--- src/rtl/istat_pkg.sv ---
// Package: shared constants for the I2C interrupt status flag logic.
// Assumes: sticky flags are indexed 0..NUM_FLAGS-1 in the order below.
package istat_pkg;
    localparam int NUM_FLAGS = 6;
    localparam int STAT_W    = 8;

    // Sticky flag indices (set by event, cleared by access)
    localparam int FL_NACK = 0;
    localparam int FL_STOP = 1;
    localparam int FL_ARB  = 2;
    localparam int FL_SAM  = 3;
    localparam int FL_RXF  = 4;
    localparam int FL_TXE  = 5;

    // Reset value of each sticky flag; only tx-empty comes up set
    localparam logic [NUM_FLAGS-1:0] FLAG_RST = 6'b100000;

    // Reset value of the packed status word
    localparam logic [STAT_W-1:0] STAT_RESET = 8'h80;

    typedef struct packed {
        logic gca;
        logic rd;
    } dir_info_t;
endpackage

--- src/rtl/istat_flag_cell.sv ---
// Module: one sticky status flag with a set event and a clear access.
// Assumes: set has priority over clear; a disabled controller reloads RST_VAL.
module istat_flag_cell #(
    parameter logic RST_VAL = 1'b0
) (
    input  logic clk,
    input  logic rst_n,
    input  logic en,
    input  logic set,
    input  logic clr,
    output logic q
);
    // Flag register: reset/disable value, then set-over-clear update
    always_ff @(posedge clk) begin
        if (!rst_n || !en) q <= RST_VAL;
        else if (set)      q <= 1'b1;
        else if (clr)      q <= 1'b0;
    end
endmodule

--- src/rtl/istat_dir_capture.sv ---
// Module: captures general-call and direction status at the end of the
// first address byte of each transaction.
// Assumes: the inputs are valid in the cycle ev_addr_done is high.
module istat_dir_capture
    import istat_pkg::*;
(
    input  logic      clk,
    input  logic      rst_n,
    input  logic      en,
    input  logic      ev_addr_done,
    input  logic      addr_gen_call,
    input  logic      addr_dir,
    output dir_info_t info
);
    // Capture register: cleared while disabled, loaded on address completion
    always_ff @(posedge clk) begin
        if (!rst_n || !en) begin
            info <= '0;
        end else if (ev_addr_done) begin
            info.gca <= addr_gen_call;
            info.rd  <= addr_dir;
        end
    end
endmodule

--- src/rtl/istat_irq_gen.sv ---
// Module: registered interrupt request from the sticky flags.
// Assumes: mask_txe suppresses only the tx-empty request in its cycle.
module istat_irq_gen
    import istat_pkg::*;
(
    input  logic                 clk,
    input  logic                 rst_n,
    input  logic                 en,
    input  logic [NUM_FLAGS-1:0] flags,
    input  logic                 mask_txe,
    output logic                 irq
);
    logic [NUM_FLAGS-1:0] req_v;

    // Request vector: every sticky flag requests, tx-empty only when unmasked
    always_comb begin
        req_v          = flags;
        req_v[FL_TXE]  = flags[FL_TXE] & ~mask_txe;
    end

    // Interrupt register: low while disabled, else OR of requests
    always_ff @(posedge clk) begin
        if (!rst_n) irq <= 1'b0;
        else        irq <= en & (|req_v);
    end
endmodule

--- src/rtl/i2c_istat_flags.sv ---
// Module: I2C interrupt status byte and interrupt request.
// Assumes: all event and access inputs are single-cycle strobes, synchronous
// to clk; addr_dir is valid while an address is shifting or completing.
module i2c_istat_flags
    import istat_pkg::*;
(
    input  logic              clk,
    input  logic              rst_n,
    input  logic              ctl_en,
    input  logic              ev_tx_load,
    input  logic              ev_rx_byte,
    input  logic              ev_addr_match,
    input  logic              ev_addr_done,
    input  logic              addr_gen_call,
    input  logic              addr_dir,
    input  logic              ev_arb_lost,
    input  logic              ev_stop,
    input  logic              ev_nack,
    input  logic              rx_shifting,
    input  logic              addr_shifting,
    input  logic              cpu_data_rd,
    input  logic              cpu_data_wr,
    input  logic              cpu_stat_rd,
    output logic [STAT_W-1:0] status,
    output logic              irq
);
    logic [NUM_FLAGS-1:0] set_v;
    logic [NUM_FLAGS-1:0] clr_v;
    logic [NUM_FLAGS-1:0] flag_q;
    dir_info_t            dinfo;
    logic                 mask_txe;

    // Event routing: each flag's set source
    always_comb begin
        set_v          = '0;
        set_v[FL_NACK] = ev_nack;
        set_v[FL_STOP] = ev_stop;
        set_v[FL_ARB]  = ev_arb_lost;
        set_v[FL_SAM]  = ev_addr_match;
        set_v[FL_RXF]  = ev_rx_byte;
        set_v[FL_TXE]  = ev_tx_load;
    end

    // Access routing: each flag's clear-by-access side effect
    always_comb begin
        clr_v          = '0;
        clr_v[FL_NACK] = cpu_stat_rd;
        clr_v[FL_STOP] = cpu_stat_rd;
        clr_v[FL_ARB]  = cpu_stat_rd;
        clr_v[FL_SAM]  = cpu_stat_rd;
        clr_v[FL_RXF]  = cpu_data_rd;
        clr_v[FL_TXE]  = cpu_data_wr;
    end

    generate
        for (genvar i = 0; i < NUM_FLAGS; i++) begin : g_flag
            istat_flag_cell #(.RST_VAL(FLAG_RST[i])) u_cell (
                .clk   (clk),
                .rst_n (rst_n),
                .en    (ctl_en),
                .set   (set_v[i]),
                .clr   (clr_v[i]),
                .q     (flag_q[i])
            );
        end
    endgenerate

    istat_dir_capture u_dir (
        .clk           (clk),
        .rst_n         (rst_n),
        .en            (ctl_en),
        .ev_addr_done  (ev_addr_done),
        .addr_gen_call (addr_gen_call),
        .addr_dir      (addr_dir),
        .info          (dinfo)
    );

    // Tx-empty mask: core busy receiving, or shifting a read-direction address
    always_comb mask_txe = rx_shifting | (addr_shifting & addr_dir);

    istat_irq_gen u_irq (
        .clk      (clk),
        .rst_n    (rst_n),
        .en       (ctl_en),
        .flags    (flag_q),
        .mask_txe (mask_txe),
        .irq      (irq)
    );

    // Status packing: fixed bit layout seen by software
    always_comb status = {flag_q[FL_TXE], flag_q[FL_RXF], flag_q[FL_SAM],
                          dinfo.gca, dinfo.rd,
                          flag_q[FL_ARB], flag_q[FL_STOP], flag_q[FL_NACK]};
endmodule

--- config.mk ---
export PLATFORM = sky130hd
export DESIGN_NAME = i2c_istat_flags
export DESIGN_NICKNAME = d
export VERILOG_FILES = /design/src/rtl/istat_pkg.sv /design/src/rtl/istat_flag_cell.sv /design/src/rtl/istat_dir_capture.sv /design/src/rtl/istat_irq_gen.sv /design/src/rtl/i2c_istat_flags.sv
export SDC_FILE = /design/constraint.sdc
export NUM_CORES = 1
export LEC_CHECK = 0
export BUFFER_PORTS_ARGS = -buffer_cell sky130_fd_sc_hd__buf_2
export CAP_MARGIN = 0
export CORE_AREA = 2 2 39 41
export CTS_CLUSTER_DIAMETER = 150
export DETAILED_ROUTE_END_ITERATION = 12
export DIE_AREA = 0 0 41 43
export GPL_TIMING_DRIVEN = 0
export HOLD_SLACK_MARGIN = 0.05
export SLEW_MARGIN = 20
export SYNTH_ARGS = -nofsm -noshare
export SYNTH_HDL_FRONTEND = slang
export SYNTH_SLANG_ARGS = --single-unit
--- constraint.sdc ---
create_clock -name clk -period 1.7 [get_ports clk]
set_input_delay 0.255 -clock clk [delete_from_list [all_inputs] [get_ports clk]]
set_output_delay 0.255 -clock clk [all_outputs]
set_load 0.02 [all_outputs]
=== Yosys cells after proc, flatten, opt, wreduce, memory -nomap -nowiden ===
Cells that the tools add are included.

* Register bits: 9
* Input port bits: 17
* Output and inout port bits: 9
* Word-level logic and storage cells: 31

* Mux-type cells: 7
* Bitwise operators: 5
* Reduce and logical (&&, ||, !) cells: 10

{| class="wikitable"
|+ Operators by type and width
! kind !! number
|-
| 2-bit nonzero test || 5
|-
| 1-bit two-way mux || 7
|-
| 6-bit OR reduction || 1
|-
| 1-bit AND || 3
|-
| 1-bit logical NOT || 2
|-
| 2-bit OR reduction || 1
|-
| 1-bit logical OR || 1
|-
| 1-bit NOT || 1
|-
| 1-bit OR || 1
|}

=== Logic depth before layout (Yosys ltp) ===
* Word-level depth: 6
* Gate-level depth with buffers: 3
* Gate-level depth less buffers: 3

=== Hierarchy ===
From an unflattened synthesis, not the netlist that was laid out.

* Cell total of the unflattened synthesis: 30
* Area, all modules: 339.1 sq um

{| class="wikitable"
|+ Modules (own cells, without submodules)
! module !! instances !! cells an instance !! area each (sq um) !! sequential area each (sq um)
|-
| istat_flag_cell (g_flag[0].u_cell ...) || 5 || 3 || 36.3 || 20.0
|-
| istat_dir_capture || 1 || 7 || 71.3 || 40.0
|-
| istat_irq_gen || 1 || 4 || 43.8 || 20.0
|-
| istat_flag_cell (g_flag[5].u_cell) || 1 || 3 || 35.0 || 20.0
|-
| i2c_istat_flags || 1 || 1 || 7.5 || 0.0
|}

=== Least setup slack after synthesis ===
OpenSTA, ideal clock, no wires.

* Path kind: register to output
* Start point: register g_flag[4].u_cell.q
* End point: output status[6]
* Arrival: 0.458 ns
* Data required time: 1.445 ns
* Setup slack: 0.987 ns
* Stages on the path, launching flop included: 2
* Cell sequence: dfxtp_1 > buf_4

{| class="wikitable"
|+ RTL lines
! item !! RTL line !! source
|-
| from (decl) || istat_flag_cell.sv:11 || <nowiki>output logic q</nowiki>
|-
| from (signal assigned) || istat_flag_cell.sv:15 || <nowiki>if (!rst_n || !en) q <= RST_VAL;</nowiki>
|-
| from (signal assigned) || istat_flag_cell.sv:16 || <nowiki>else if (set) q <= 1'b1;</nowiki>
|-
| from (signal assigned) || istat_flag_cell.sv:17 || <nowiki>else if (clr) q <= 1'b0;</nowiki>
|-
| to (decl) || i2c_istat_flags.sv:24 || <nowiki>output logic [STAT_W-1:0] status,</nowiki>
|}

No word-level cell between the ends.

=== Worst setup path after layout ===
* Start point: register g_flag[0].u_cell.q
* End point: output status[0]

{| class="wikitable"
|+ RTL lines
! item !! RTL line
|-
| from (decl) || istat_flag_cell.sv:11
|-
| from (signal assigned) || istat_flag_cell.sv:15
|-
| from (signal assigned) || istat_flag_cell.sv:16
|-
| from (signal assigned) || istat_flag_cell.sv:17
|}

No word-level cell between the ends.

==> results.sh <==
export IMPL_wl_per_cell_um=8.32
export IMPL_largest_net_degree_at_the_start_of_global_routing=10
export IMPL_tritoncts="built"
export IMPL_postCtsResizedCells=0
export IMPL_cts_hold_buf=0
export IMPL_numCtsBuffers=3
export IMPL_grt_met1_usage_pct=8.74
export IMPL_met2_usage_pct=10.0
export IMPL_total_gr_overflow=0
export IMPL_timing_hold_worst_class="in2reg"
export IMPL_clock_root_buffer="sky130_fd_sc_hd__clkbuf_4"
export IMPL_antennaDiodeCount=0
export IMPL_final_period_utilization_pct=65.7
export IMPL_hold_path_endpoint="g_flag[5].u_cell.q"
export IMPL_area_growth_synth_to_final_pct=49.1
export IMPL_max_slew_worst_pin_slew_ps=193
export IMPL_first_global_vias=221
export IMPL_synth_seq_area_share_pct=51.6
export IMPL_cts_max_path_buffers=2
export IMPL_critical_path_class="reg2out"
export IMPL_place_worst_setup_slack_ps=850
export IMPL_yosys_cell_types_count=12
export IMPL_timing_critical_path_to_type="output port"
export IMPL_cellLeakagePower_nw=0.287
export IMPL_grt_pass1_wl_um=910
export IMPL_row_count=14
export IMPL_finalWeightedCongestion=0.582
export IMPL_drv_slew=0
export IMPL_worst_ep_required_time_ps=1440
export IMPL_number_of_cell_instances_on_the_worst_register_to_register_path=2
export IMPL_yosys_warnings=0
export IMPL_critical_path_top_delay_family="flip-flops"
export IMPL_cp_data_arrival_time_ps=860
export IMPL_die_h_um=43
export IMPL_vdd_ir_drop_worst_v=0.000449
export IMPL_layout_cell_share_with_drive_strength_beyond_1_pct=51.5
export IMPL_cp_start_kind="flop"
export IMPL_syn_inst=39
export IMPL_layout_cells_most_common="sky130_fd_sc_hd__buf_2"
export IMPL_synthesis_area_per_instance_sq_um=8.95
export IMPL_core_area_sq_mm=0.00138
export IMPL_initial_core_util_pct=25.2
export IMPL_drt_iter0_drc=3
export IMPL_port_buffers=25
export IMPL_post_route_min_period_ps=1120
export IMPL_synth_nets=56
export IMPL_cp_max_stage_cell="sky130_fd_sc_hd__dfxtp_1"
export IMPL_timing_hold_violations_final=0
export IMPL_track_usage_pct=8.35
export IMPL_cts_reportedPaths_clkPinSlew_ps=60
export IMPL_detail_route_wirelength_um=699
export IMPL_worst_path_max_fanout=3
export IMPL_viasPerCell=3.87
export IMPL_most_crowded_layer_gr="met2"
export IMPL_setup_worst_path_start="g_flag[0].u_cell.q"
export IMPL_finalNetCount=86
export IMPL_report_final_setup_viol=0
export IMPL_skew_ps=0.207
export IMPL_num_vias=325
export IMPL_grt_setup_unrepaired="no"
export IMPL_number_of_logic_stages_on_the_critical_path_including_buffering=2
export IMPL_antenna_found_initial=0
export IMPL_crit_reg_reg_startpoint="g_flag[4].u_cell.q"
export IMPL_worst_path_largest_cell_delay_ps=350
export IMPL_hold_path_cell_count=2
export IMPL_setup_ws_ps=583
export IMPL_cp_num_buf_inv=2
export IMPL_fmaxAchievable_ghz=0.895
export IMPL_post_cts_setup_buffer_count=0
export IMPL_ant_nets=0
export IMPL_drtPass1Iterations=4
export IMPL_io_pins=26
export IMPL_most_used_cells_in_the_layout_excluding_fill_and_tap_cells="sky130_fd_sc_hd__buf_2 (25), sky130_fd_sc_hd__dfxtp_1 (9), sky130_fd_sc_hd__nor2_1 (8)"
export IMPL_power_density_mw_per_mm2=868
export IMPL_cts_htree_levels=1
export IMPL_detail_route_drc_violations=0
export IMPL_worstSkewPairLatency_ps=250
export IMPL_die_width_um=41
export IMPL_die_area_sq_mm=0.00176
export IMPL_cts_num_sinks=9
export IMPL_setup_tns_final_ps=0
export IMPL_worstReg2RegEnd="u_irq.irq"
export IMPL_ys_ff_latch=9
export IMPL_max_cap_violations=0
export IMPL_synthesized_cell_area_sq_um=349
export IMPL_met3_usage_pct=7.85
export IMPL_slew_headroom_pct=87.0
export IMPL_outcome="finished clean"
export IMPL_startpoint_of_the_lowest_slack_hold_path="ev_tx_load"
export IMPL_worst_r2r_setup_slack_ps=950
export IMPL_path_cells="buf_4 > buf_2"
[kinds of logic after synthesis]
| family | share of synthesized area (%) |
|---|---|
| simple gates | 15.1 |
| flops | 51.6 |
| buf+inv | 16.1 |
| compound gates | 11.5 |
| mux | 5.73 |
[registers in the layout (all words and copies together) (netlist names)]
| signal | cells |
|---|---|
| g_flag.u_cell.q | 6 |
| u_dir.info | 2 |
| u_irq.irq | 1 |
[how the worst max path moves through the flow]
stage	slack (ps)	to
floorplan	990	status[6]
global placement	860	status[7]
detailed placement	850	status[0]
CTS	560	status[0]
global route	520	status[0]
finish	580	status[0]
[area by class of cell]
type | count | area (sq um)
buffer | 6 | 45.0
clock buffer | 4 | 26.3
fill | 153 | 863
inverter | 3 | 11.3
multi-input combinational | 21 | 113
sequential | 9 | 180
tap | 16 | 20.0
timing repair buffer | 25 | 125
[synthesized netlist by cell type]
cell type,count,area share (%)
sky130_fd_sc_hd__buf_4,6,13
sky130_fd_sc_hd__nand2_1,1,1.1
sky130_fd_sc_hd__a21oi_1,5,7.2
sky130_fd_sc_hd__mux2i_1,2,5.7
sky130_fd_sc_hd__nor3_1,1,1.4
sky130_fd_sc_hd__dfxtp_1,9,52
sky130_fd_sc_hd__nor2_1,8,8.6
sky130_fd_sc_hd__a31oi_1,1,1.8
sky130_fd_sc_hd__nand3b_1,1,2.2
sky130_fd_sc_hd__a211o_1,1,2.5
sky130_fd_sc_hd__inv_1,3,3.2
sky130_fd_sc_hd__nand2_2,1,1.8
[where the power goes]
group	leakage [nW]	switching (W)	internal, W	total [W]
registers	0.0739	0.00000502	0.000220	0.000225
clock network	0.0150	0.0000696	0.0000901	0.000160
logic	0.198	0.0000323	0.0000349	0.0000671
[routing by layer]
metal	wire length [um]	share of wire, %	vias up
li1	-	-	179
met1	306	44	125
met2	282	40	19
met3	103	15	2
met4	6	0.86	0
met5	0	0	-
[worst reg2reg max path, delay by kind of cell (launching register included)]
family,cells,cell delay (ps)
AND/OR/NAND/NOR,1,210
AO/OA/AOI/OAI,1,100
flip-flops,1,320
[per-stage QoR]
step / cell area [sq um] / hold slack (ps) / utilization (%) / std cells / total power, W
after global placement: 494 / 443 / 35.7 / 80 / 0.000297
final: 520 / 182 / 37.6 / 84 / 0.000452
after floorplan: 349 / 354 / - / 39 / 0.000267
after global routing: 520 / 177 / 37.6 / 84 / 0.000489
after detailed placement: 494 / 446 / 35.7 / 80 / 0.000298
after CTS: 520 / 173 / 37.6 / 84 / 0.000464
Note: power is estimated with default switching activity, not from simulation.
